$ cat src/rtl/gpc_pkg.sv
// Package gpc_pkg
// Elaboration-time planner for the counter tree. Column heights travel as
// packed vectors of 8-bit counts. A level's counter list travels as packed
// 16-bit entries {rank, bits from rank+1, bits from rank}. An entry whose
// rank-bit count is zero ends the list.
// Assumes at most 64 columns, 255 bits per column and 256 counters per level.
package gpc_pkg;

    localparam int MAXCOL = 64;
    localparam int MAXC   = 256;
    localparam int MAXSTG = 32;
    localparam int HVW    = MAXCOL * 8;
    localparam int CLW    = MAXC * 16;

    typedef logic [HVW-1:0] hvec_t;
    typedef logic [CLW-1:0] clist_t;

    // Number of result bits a counter needs for its largest possible count.
    function automatic int out_bits(input int k0, input int k1);
        int m;
        int b;
        m = k0 + 2 * k1;
        b = 0;
        while ((1 << b) <= m) b++;
        return b;
    endfunction

    // Width of the final sum.
    function automatic int sum_width(input int n, input int w);
        return w + $clog2(n);
    endfunction

    // Pick the best six-input shape for a column of height h0 beside one of
    // height h1. The result is {k1, k0}, or 0 when no shape reduces bits.
    function automatic logic [7:0] pick_shape(input int h0, input int h1);
        int bk0, bk1, bin, bout, k0, k1, nin, ob;
        bk0 = 0; bk1 = 0; bin = 0; bout = 1;
        for (int t = 0; t < 4; t++) begin
            k0 = (h0 < 6 - t) ? h0 : 6 - t;
            k1 = (h1 < t) ? h1 : t;
            if (k0 >= 2) begin
                nin = k0 + k1;
                ob  = out_bits(k0, k1);
                if (nin > ob && nin * bout > bin * ob) begin
                    bk0 = k0; bk1 = k1; bin = nin; bout = ob;
                end
            end
        end
        return (bin == 0) ? 8'd0 : 8'(bk1 * 16 + bk0);
    endfunction

    // Greedy allocation for one level. The tallest open column (lowest rank
    // on a tie) is served first.
    function automatic clist_t plan_alloc(input hvec_t hv, input int cols);
        int     rem [MAXCOL];
        bit     done [MAXCOL];
        clist_t cl;
        int     nc, best, bh, k0, k1;
        bit     stop;
        logic [7:0] shp;
        cl = '0; nc = 0; stop = 1'b0;
        for (int c = 0; c < MAXCOL; c++) begin
            rem[c]  = (c < cols) ? int'(hv[c*8 +: 8]) : 0;
            done[c] = 1'b0;
        end
        for (int it = 0; it < MAXC + MAXCOL; it++) begin
            if (!stop) begin
                best = -1; bh = 1;
                for (int c = 0; c < cols; c++) begin
                    if (!done[c] && rem[c] > bh) begin
                        bh = rem[c]; best = c;
                    end
                end
                if (best < 0) begin
                    stop = 1'b1;
                end else begin
                    shp = pick_shape(rem[best], (best + 1 < cols) ? rem[best+1] : 0);
                    if (shp == 8'd0) begin
                        done[best] = 1'b1;
                    end else if (nc < MAXC) begin
                        k0 = int'(shp[3:0]);
                        k1 = int'(shp[7:4]);
                        rem[best] = rem[best] - k0;
                        if (k1 > 0) rem[best+1] = rem[best+1] - k1;
                        cl[nc*16 +: 16] = {8'(best), 4'(k1), 4'(k0)};
                        nc++;
                    end else begin
                        stop = 1'b1;
                    end
                end
            end
        end
        return cl;
    endfunction

    // Number of counters in a list.
    function automatic int count_counters(input clist_t cl);
        int n;
        n = 0;
        for (int i = 0; i < MAXC; i++)
            if (cl[i*16 +: 4] != 4'd0) n++;
        return n;
    endfunction

    // Column heights after one level: unused bits plus rank-aligned outputs.
    function automatic hvec_t plan_next(input hvec_t hv, input clist_t cl, input int cols);
        int    nh [MAXCOL];
        hvec_t res;
        int    r, k0, k1, ob;
        res = '0;
        for (int c = 0; c < MAXCOL; c++) nh[c] = (c < cols) ? int'(hv[c*8 +: 8]) : 0;
        for (int i = 0; i < MAXC; i++) begin
            k0 = int'(cl[i*16 +: 4]);
            k1 = int'(cl[i*16+4 +: 4]);
            r  = int'(cl[i*16+8 +: 8]);
            if (k0 > 0) begin
                nh[r] = nh[r] - k0;
                if (k1 > 0) nh[r+1] = nh[r+1] - k1;
                ob = out_bits(k0, k1);
                for (int j = 0; j < 4; j++)
                    if (j < ob && r + j < cols) nh[r+j] = nh[r+j] + 1;
            end
        end
        for (int c = 0; c < cols; c++) res[c*8 +: 8] = 8'(nh[c]);
        return res;
    endfunction

    // Tallest column of a height vector.
    function automatic int max_of(input hvec_t hv);
        int m;
        m = 0;
        for (int c = 0; c < MAXCOL; c++)
            if (int'(hv[c*8 +: 8]) > m) m = int'(hv[c*8 +: 8]);
        return m;
    endfunction

    // Heights seen at the input of level s.
    function automatic hvec_t stage_heights(input int n, input int w, input int s);
        hvec_t hv;
        int    cols;
        cols = sum_width(n, w);
        hv = '0;
        for (int c = 0; c < w; c++) hv[c*8 +: 8] = 8'(n);
        for (int k = 0; k < MAXSTG; k++)
            if (k < s) hv = plan_next(hv, plan_alloc(hv, cols), cols);
        return hv;
    endfunction

    // Levels needed until no column exceeds three bits.
    function automatic int num_stages(input int n, input int w);
        hvec_t hv;
        int    cols, cnt;
        cols = sum_width(n, w);
        hv = stage_heights(n, w, 0);
        cnt = 0;
        for (int k = 0; k < MAXSTG; k++) begin
            if (max_of(hv) > 3) begin
                hv = plan_next(hv, plan_alloc(hv, cols), cols);
                cnt++;
            end
        end
        return cnt;
    endfunction

    // Storage depth per column that covers every level, at least three.
    function automatic int peak_height(input int n, input int w);
        int m, ns;
        ns = num_stages(n, w);
        m = 3;
        for (int s = 0; s <= MAXSTG; s++)
            if (s <= ns && max_of(stage_heights(n, w, s)) > m)
                m = max_of(stage_heights(n, w, s));
        return m;
    endfunction

endpackage

$ cat src/rtl/gpc_stage.sv
// Module gpc_stage
// One reduction level. It applies the planned counters to the bit columns it
// receives. Bits no counter takes pass straight through. Each counter's
// result bit j lands in column rank+j.
// Assumes bits above a column's planned height are zero, and that col_in is
// laid out [column][slot].
module gpc_stage #(
    parameter int N = 8,
    parameter int W = 8,
    parameter int S = 0
) (
    input  logic clk,
    input  logic rst_n,
    input  logic [gpc_pkg::sum_width(N, W)-1:0][gpc_pkg::peak_height(N, W)-1:0] col_in,
    output logic [gpc_pkg::sum_width(N, W)-1:0][gpc_pkg::peak_height(N, W)-1:0] col_out
);
    localparam int COLS = gpc_pkg::sum_width(N, W);
    localparam int HMAX = gpc_pkg::peak_height(N, W);
    localparam gpc_pkg::hvec_t  HV_IN = gpc_pkg::stage_heights(N, W, S);
    localparam gpc_pkg::clist_t CL    = gpc_pkg::plan_alloc(HV_IN, COLS);
    localparam int NC  = gpc_pkg::count_counters(CL);
    localparam int NCS = (NC > 0) ? NC : 1;

    typedef logic [COLS-1:0][HMAX-1:0] cols_t;

    // Apply counters from the top of each column, then route unused bits and count bits.
    always_comb begin : reduce_p
        int rem  [COLS];
        int fill [COLS];
        logic [3:0] cval [NCS];
        int r, k0, k1, ob, acc;
        col_out = '0;
        for (int i = 0; i < NCS; i++) cval[i] = '0;
        for (int c = 0; c < COLS; c++) rem[c] = int'(HV_IN[c*8 +: 8]);
        for (int i = 0; i < NC; i++) begin
            k0 = int'(CL[i*16 +: 4]);
            k1 = int'(CL[i*16+4 +: 4]);
            r  = int'(CL[i*16+8 +: 8]);
            acc = 0;
            for (int j = 0; j < 6; j++)
                if (j < k0) acc = acc + int'(col_in[r][rem[r]-1-j]);
            if (r + 1 < COLS) begin
                for (int j = 0; j < 3; j++)
                    if (j < k1) acc = acc + 2 * int'(col_in[r+1][rem[r+1]-1-j]);
                rem[r+1] = rem[r+1] - k1;
            end
            rem[r] = rem[r] - k0;
            cval[i] = 4'(acc);
        end
        for (int c = 0; c < COLS; c++) begin
            for (int k = 0; k < HMAX; k++)
                if (k < rem[c]) col_out[c][k] = col_in[c][k];
            fill[c] = rem[c];
        end
        for (int i = 0; i < NC; i++) begin
            k0 = int'(CL[i*16 +: 4]);
            k1 = int'(CL[i*16+4 +: 4]);
            r  = int'(CL[i*16+8 +: 8]);
            ob = gpc_pkg::out_bits(k0, k1);
            for (int j = 0; j < 4; j++) begin
                if (j < ob && r + j < COLS) begin
                    if (fill[r+j] < HMAX) col_out[r+j][fill[r+j]] = cval[i][j];
                    fill[r+j] = fill[r+j] + 1;
                end
            end
        end
    end

    // Weighted value of a set of columns, modulo the sum width.
    function automatic logic [COLS-1:0] weigh(input cols_t b);
        logic [COLS-1:0] t;
        t = '0;
        for (int c = 0; c < COLS; c++)
            for (int k = 0; k < HMAX; k++)
                if (b[c][k]) t = t + ({{(COLS-1){1'b0}}, 1'b1} << c);
        return t;
    endfunction

    // The level must not change the value it carries.
    assert_stage_value_R2: assert property (@(posedge clk) disable iff (!rst_n)
        weigh(col_out) == weigh(col_in))
        else $error("reduction level %0d altered the weighted total", S);

endmodule

$ cat src/rtl/gpc_ternary_add.sv
// Module gpc_ternary_add
// Final carry-propagate adder. It sums the three rows left by the last level.
// Assumes each column offers slots [2:0] and that any slot beyond a column's
// height is zero. Bits of weight above the sum width are always zero and are
// not used.
module gpc_ternary_add #(
    parameter int OW = 11
) (
    input  logic [OW-1:0][2:0] rows,
    output logic [OW-1:0]      total
);
    logic [OW-1:0] row_a, row_b, row_c;

    // Split the column slots into three operand rows.
    always_comb begin : split_p
        for (int c = 0; c < OW; c++) begin
            row_a[c] = rows[c][0];
            row_b[c] = rows[c][1];
            row_c[c] = rows[c][2];
        end
    end

    // One three-input addition, truncated to the width that cannot overflow.
    always_comb begin : add_p
        total = row_a + row_b + row_c;
    end

endmodule

$ cat src/rtl/gpc_sum_tree.sv
// Module gpc_sum_tree
// Top of the multi-operand adder. It spreads the operands into columns,
// chains the planned reduction levels, finishes with the ternary adder and
// can register the result.
// Assumes unsigned operands, and N and W small enough for the planner limits
// (sum width <= 64, N <= 255).
module gpc_sum_tree #(
    parameter int N       = 8,
    parameter int W       = 8,
    parameter bit OUT_REG = 1'b1,
    localparam int OW     = W + $clog2(N)
) (
    input  logic                clk,
    input  logic                rst_n,
    input  logic                in_valid,
    input  logic [N-1:0][W-1:0] operands,
    output logic                out_valid,
    output logic [OW-1:0]       sum
);
    localparam int NS   = gpc_pkg::num_stages(N, W);
    localparam int HMAX = gpc_pkg::peak_height(N, W);

    typedef logic [OW-1:0][HMAX-1:0] cols_t;

    cols_t                lvl0;
    cols_t                fin;
    logic [OW-1:0][2:0]   fin3;
    logic [OW-1:0]        tree_sum;

    // Column c, slot k carries bit c of operand k.
    always_comb begin : spread_p
        lvl0 = '0;
        for (int c = 0; c < W; c++)
            for (int k = 0; k < N; k++)
                lvl0[c][k] = operands[k][c];
    end

    for (genvar s = 0; s < NS; s++) begin : g_stg
        cols_t cin;
        cols_t cout;
        if (s == 0) begin : g_first
            assign cin = lvl0;
        end else begin : g_chain
            assign cin = g_stg[s-1].cout;
        end
        gpc_stage #(.N(N), .W(W), .S(s)) u_stg (
            .clk     (clk),
            .rst_n   (rst_n),
            .col_in  (cin),
            .col_out (cout)
        );
    end

    if (NS == 0) begin : g_direct
        assign fin = lvl0;
    end else begin : g_reduced
        assign fin = g_stg[NS-1].cout;
    end

    // Keep the three lowest slots of every column for the final adder.
    always_comb begin : rows_p
        for (int c = 0; c < OW; c++) fin3[c] = fin[c][2:0];
    end

    gpc_ternary_add #(.OW(OW)) u_cpa (
        .rows  (fin3),
        .total (tree_sum)
    );

    // Reference total used only by the checks below.
    function automatic logic [OW-1:0] ref_total(input logic [N-1:0][W-1:0] ops);
        logic [OW-1:0] t;
        t = '0;
        for (int k = 0; k < N; k++) t = t + OW'(ops[k]);
        return t;
    endfunction

    if (OUT_REG) begin : g_reg
        // Load the result on a valid request, clear both outputs on reset.
        always_ff @(posedge clk) begin : out_reg_p
            if (!rst_n) begin
                sum       <= '0;
                out_valid <= 1'b0;
            end else begin
                out_valid <= in_valid;
                if (in_valid) sum <= tree_sum;
            end
        end

        assert_latency_R4: assert property (@(posedge clk) disable iff (!rst_n)
            in_valid |=> (out_valid && sum == $past(ref_total(operands))))
            else $error("registered result missing one cycle after request");
        assert_valid_low_R4: assert property (@(posedge clk) disable iff (!rst_n)
            !in_valid |=> !out_valid)
            else $error("out_valid raised without a request");
        assert_hold_R5: assert property (@(posedge clk) disable iff (!rst_n)
            !in_valid |=> $stable(sum))
            else $error("sum changed while no request was present");
        assert_reset_R6: assert property (@(posedge clk) disable iff (!rst_n)
            $past(!rst_n) |-> (!out_valid && sum == '0))
            else $error("outputs not cleared by reset");
    end else begin : g_comb
        assign sum       = tree_sum;
        assign out_valid = in_valid;
    end

    // The tree total must match the operands in every clocked cycle.
    assert_tree_sum_R1: assert property (@(posedge clk) disable iff (!rst_n)
        tree_sum == ref_total(operands))
        else $error("tree total differs from operand total");

    if (HMAX > 3) begin : g_rows_chk
        logic excess;
        // Any bit above slot 2 in the last level would be lost by the adder.
        always_comb begin : excess_p
            excess = 1'b0;
            for (int c = 0; c < OW; c++) excess = excess | (|fin[c][HMAX-1:3]);
        end
        assert_three_rows_R3: assert property (@(posedge clk) disable iff (!rst_n)
            !excess)
            else $error("final level holds more than three bits in a column");
    end

endmodule

$ cat config.mk
export PLATFORM = sky130hd
export DESIGN_NAME = gpc_sum_tree
export DESIGN_NICKNAME = d
export VERILOG_FILES = /design/src/rtl/gpc_pkg.sv /design/src/rtl/gpc_stage.sv /design/src/rtl/gpc_ternary_add.sv /design/src/rtl/gpc_sum_tree.sv
export SDC_FILE = /design/constraint.sdc
export NUM_CORES = 1
export LEC_CHECK = 0
export BUFFER_PORTS_ARGS = -buffer_cell sky130_fd_sc_hd__buf_2
export CORE_MARGIN = 5
export CORE_UTILIZATION = 50
export CTS_BUF_LIST = sky130_fd_sc_hd__clkbuf_4
export DETAILED_ROUTE_END_ITERATION = 10
export PLACE_DENSITY_LB_ADDON = 0.1
export SLEW_MARGIN = 5
export SYNTH_ARGS = -nofsm -noshare
export SYNTH_HDL_FRONTEND = slang
export SYNTH_SLANG_ARGS = --single-unit
$ cat constraint.sdc
create_clock -name clk -period 5.2 [get_ports clk]
set_clock_uncertainty 0.1 [all_clocks]
set_input_delay 0.26 -clock clk [delete_from_list [all_inputs] [get_ports clk]]
set_output_delay 0.26 -clock clk [all_outputs]
set_load 0.01 [all_outputs]
After elaboration in Yosys (flattened, before gate mapping)
Cells that the tools add are included.
Word-level totals
  bits in registers: 12
  input bits: 67
  word-level logic and storage cells: 81
Operators by class
  add/subtract/negate cells: 79
Operator list (number)
  adder 3 x 2 -> 3 bit: 39
  adder 1 x 1 -> 2 bit: 19
  adder 3 bit: 10
  adder 2 x 1 -> 3 bit: 4
  adder 10 x 10 -> 11 bit: 1
  adder 11 x 9 -> 11 bit: 1
  adder 2 bit: 3
  adder 2 x 2 -> 3 bit: 2

Longest topological paths before layout
  depth in word-level cells: 11
  gate-level depth with buffers: 21
  gate-level depth less buffers: 21

Modules after synthesis
A second synthesis with hierarchy kept.
Unflattened totals
  cells, all modules: 344
  area total of the unflattened synthesis: 3206.8 um^2
Modules (own cells, without submodules)
  gpc_stage at g_stg[0].u_stg: instances 1, cells an instance 145, area each 1300.0 um^2
  gpc_stage at g_stg[1].u_stg: instances 1, cells an instance 93, area each 839.6 um^2
  gpc_ternary_add: instances 1, cells an instance 68, area each 621.8 um^2
  gpc_sum_tree: instances 1, cells an instance 38, area each 445.4 um^2

Worst setup path before layout
No wires, ideal clock.
  kind: input -> register
  from: input operands[48] (netlist name)
  to: register sum[10]
  setup time: 0.117 ns
  arrival: 4.635 ns
  setup slack: 0.348 ns
  stages: 17
  buffers on the path: 0
  cells stage by stage: ha_1 inv_1 fa_1 fa_1 fa_1 fa_1 inv_1 ha_1 fa_1 xor2_1 fa_1 ha_1 o21ai_0 a22oi_2 a41oi_1 a21o_1 o21ai_1
Between the ends
  cells in the longest elaborated chain, start to end: 9
  elaborated cells between the ends (all ways): 10
RTL lines
  start, declared: RTL line gpc_sum_tree.sv:16  | input logic [N-1:0][W-1:0] operands,
  adder 1 x 1 -> 2 bit (*): RTL line gpc_stage.sv:41  | if (j < k0) acc = acc + int'(col_in[r][rem[r]-1-j]);
  adder 3 x 2 -> 3 bit (*) (4 in a row): RTL line gpc_stage.sv:41
  adder 3 x 2 -> 3 bit: RTL line gpc_stage.sv:41
  adder 3 bit: RTL line gpc_stage.sv:44  | if (j < k1) acc = acc + 2 * int'(col_in[r+1][rem[r+1]-1-j]);
  adder 10 x 10 -> 11 bit (*): RTL line gpc_ternary_add.sv:25  | total = row_a + row_b + row_c;
  adder 11 x 9 -> 11 bit (*): RTL line gpc_ternary_add.sv:25
  end signal, assigned: RTL line gpc_sum_tree.sv:86  | if (in_valid) sum <= tree_sum;
  end, declared: RTL line gpc_sum_tree.sv:18  | output logic [OW-1:0] sum
Mark *: on every way between the ends. The rest lies on a longest branch, timed or not.
A chain may end at the register's enable or synchronous reset.

Final worst setup path
Ends and elaborated chain as after synthesis.

==> flow_summary.json <==
{
  "status": "completed",
  "clk_pin_slew_ns": 0.07,
  "vdd.ir_drop.worst_mv": 0.2980,
  "drc": 0,
  "final_antenna_net_count": 0,
  "timing.critical_path.buf_inv": 3,
  "cts_tree": "yes",
  "max_stage_delay_ns": 0.51,
  "clk_latency_ns": 0.26,
  "post-route-period-util": 0.9291,
  "synth_top_area_share": 0.3579,
  "vias_per_cell": 4.706,
  "drive_gt1_frac": 0.2730,
  "fp.dieW_um": 77.73,
  "dp_slack_ns": 0.02396,
  "worstSetupPathType": "in -> reg",
  "cts_buffers": 3,
  "place_congestion": 0.7870,
  "path_cells": "buf_2 > ha_1 > inv_1 > fa_1 > fa_1 > fa_1 > fa_1 > inv_1 > ha_1 > fa_1 > xor2_1 > fa_1 > ha_1 > o21ai_0 > a22oi_2 > a41oi_1 > a21o_1 > o21ai_1",
  "dpl-instance-area_mm2": 0.002736,
  "die_h_um": 77.73,
  "ys_seq_elements": 12,
  "layout_common_cells": "inv_1, buf_2, fa_1",
  "wire_per_inst_um": 10.32,
  "clockBufferDepth": 2,
  "finalSetupViolations": 0,
  "wl_met1_mm": 1.621,
  "cp-end-kind": "flop",
  "postRouteWirelength_mm": 3.787,
  "hp-start": "rst_n",
  "setup_ws_ns": 0.3688,
  "grt_usage": 0.1400,
  "synth_edf_count": 0,
  "netlist_top_cells_area": "fa_1, ha_1, inv_1, dfxtp_1, mux2i_1",
  "yosysWarnings": 0,
  "final_net_count": 463,
  "wl_met3_um": 249,
  "cp_top_family": "adder cells",
  "rows": 24,
  "rsz0062_at_grt": "no",
  "max_freq_ghz": 0.2070,
  "crit_top_cell": "fa_1",
  "reg2reg_from": "sum[9]$_SDFFE_PN0P_",
  "grt_max_degree": 19,
  "path_max_fanout": 3,
  "via_count": 1727,
  "synthCells": 236,
  "async_flop_share": 0,
  "area_delta_synth_final_pct": 20.46,
  "grt_pass1_vias": 1894,
  "portBuffers": 78,
  "io_pins": 79,
  "cts_resized": 0,
  "first_pass_iters": 4,
  "worstMarginPinSlew_ns": 0.3333,
  "yosys.area_share.simple": 0.05183,
  "final_hold_viol_count": 0,
  "start_util": 0.5196,
  "hold_depth": 2,
  "wl_met2_mm": 1.903,
  "hold_slack_ns": 0.2636,
  "reg2reg_depth": 2,
  "syn-cell-area_mm2": 0.002293,
  "antennaDiodeCount": 0,
  "cpMaxStageDelayCell": "fa_1",
  "synth_top_family_by_area": "adder cells",
  "yosysTopAreaCell": "fa_1",
  "synth_compound_area_frac": 0.07365,
  "fin_crit_ns": 4.831,
  "p_per_area_mw_per_mm2": 571.0,
  "core_mm2": 0.004414,
  "fin_area_mm2": 0.002763,
  "maxUsedRoutingLayer": "met4",
  "synthAdderAreaFrac": 0.5706,
  "grt_first_pass_wirelength_mm": 7.307,
  "post_cts_buffers": 0,
  "finalPower_mw": 1.577,
  "die_area_mm2": 0.006041,
  "crit_start": "operands[48]",
  "postCtsHoldBufs": 0,
  "synth-xor-area-share": 0.03437,
  "antenna_found_initial": 0,
  "grt_overflow_total": 0,
  "syn-num-nets": 383,
  "hold_path.class": "in -> reg",
  "final_common_cell": "inv_1",
  "arrival_ns": 4.89,
  "ys_types": 34,
  "hpwl_mm": 3.625,
  "root_buffer": "clkbuf_4",
  "avgSynthCellArea_um2": 9.718,
  "cts_sinks": 12,
  "fin_tns_setup_ns": 0,
  "first_iter_violations": 28,
  "synthMuxAreaShare": 0.02182,
  "yosysSeqAreaShare": 0.1047,
  "fillers": 404,
  "slew_viol_final": 0,
  "htree_levels": 1,
  "maxSlewHeadroom": 0.7778,
  "worstSetupStartpointType": "input port",
  "yosys_most_used_dff": "dfxtp_1",
  "drv_cap": 0,
  "leakage_nw": 1.650,
  "cp_num_cells": 18,
  "cp.required_ns": 5.26
}
## worst register-to-register path, cell delays in order (launching register included)
cell	delay, ns
dfxtp_1	0.32
nor2b_1	0.13
a221o_2	0.38
## state kept, by name (all words and copies together), names as in the netlist
| register | flops |
|---|---|
| sum | 11 |
| out_valid | 1 |
## report_power, final
| group | total (mW) | internal [mW] | switching, mW |
|---|---|---|---|
| Clock | 0.0573 | 0.0277 | 0.0296 |
| Sequential | 0.135 | 0.123 | 0.0113 |
| Combinational | 1.39 | 0.658 | 0.728 |
| Total | 1.58 | 0.809 | 0.769 |
## path summary, 6_finish.rpt
| path | end | slack, ns |
|---|---|---|
| max | sum[10]$_SDFFE_PN0P_ | 0.37 |
| min | sum[6]$_SDFFE_PN0P_ | 0.26 |
| max reg2reg | sum[9]$_SDFFE_PN0P_ | 4.17 |
| min reg2reg | sum[8]$_SDFFE_PN0P_ | 0.36 |
## through the flow
stage / instances / utilization
finish: 367 / 0.6259
floorplan: 236 / -
detailed placement: 363 / 0.6199
global route: 367 / 0.6259
global placement: 363 / 0.6199
CTS: 367 / 0.6259
## cell type report
cell class | instances | area, um2 | area share
multi-input cells | 137 | 1725 | 0.6245
repair buffers | 78 | 390.4 | 0.1413
inverters | 84 | 315.3 | 0.1141
flip-flops and latches | 12 | 240.2 | 0.08696
well taps | 52 | 65.06 | 0.02355
clock buffers | 3 | 22.52 | 0.008152
clock inverters | 1 | 3.754 | 0.001359
## cell families (layout without fill, tap and decap cells)
kind of cell	after synthesis	in the layout
AOI/OAI and AO/OA	22	22
xor gates and xnor gates	9	9
DFF	12	12
and+or+nand+nor	21	21
adders and majority gates	80	80
muxes	5	5
buffers and inverters	87	166
## Yosys cell counts (2+ instances only)
| library cell | n |
|---|---|
| a21o_1 | 3 |
| a21oi_1 | 2 |
| a31oi_1 | 2 |
| clkbuf_1 | 2 |
| dfxtp_1 | 12 |
| fa_1 | 41 |
| ha_1 | 39 |
| inv_1 | 84 |
| mux2i_1 | 5 |
| nand2_1 | 6 |
| nand3b_1 | 2 |
| nor2_1 | 2 |
| nor2b_1 | 6 |
| o211a_1 | 2 |
| o21ai_0 | 2 |
| xnor2_1 | 5 |
| xor2_1 | 4 |
## metal layers
metal,up-vias,GRT usage
li1,869,-
met3,2,0.01968
met2,48,0.2521
met5,-,0
met1,808,0.1789
met4,0,0.02577
(Power assumes the default switching activity.)
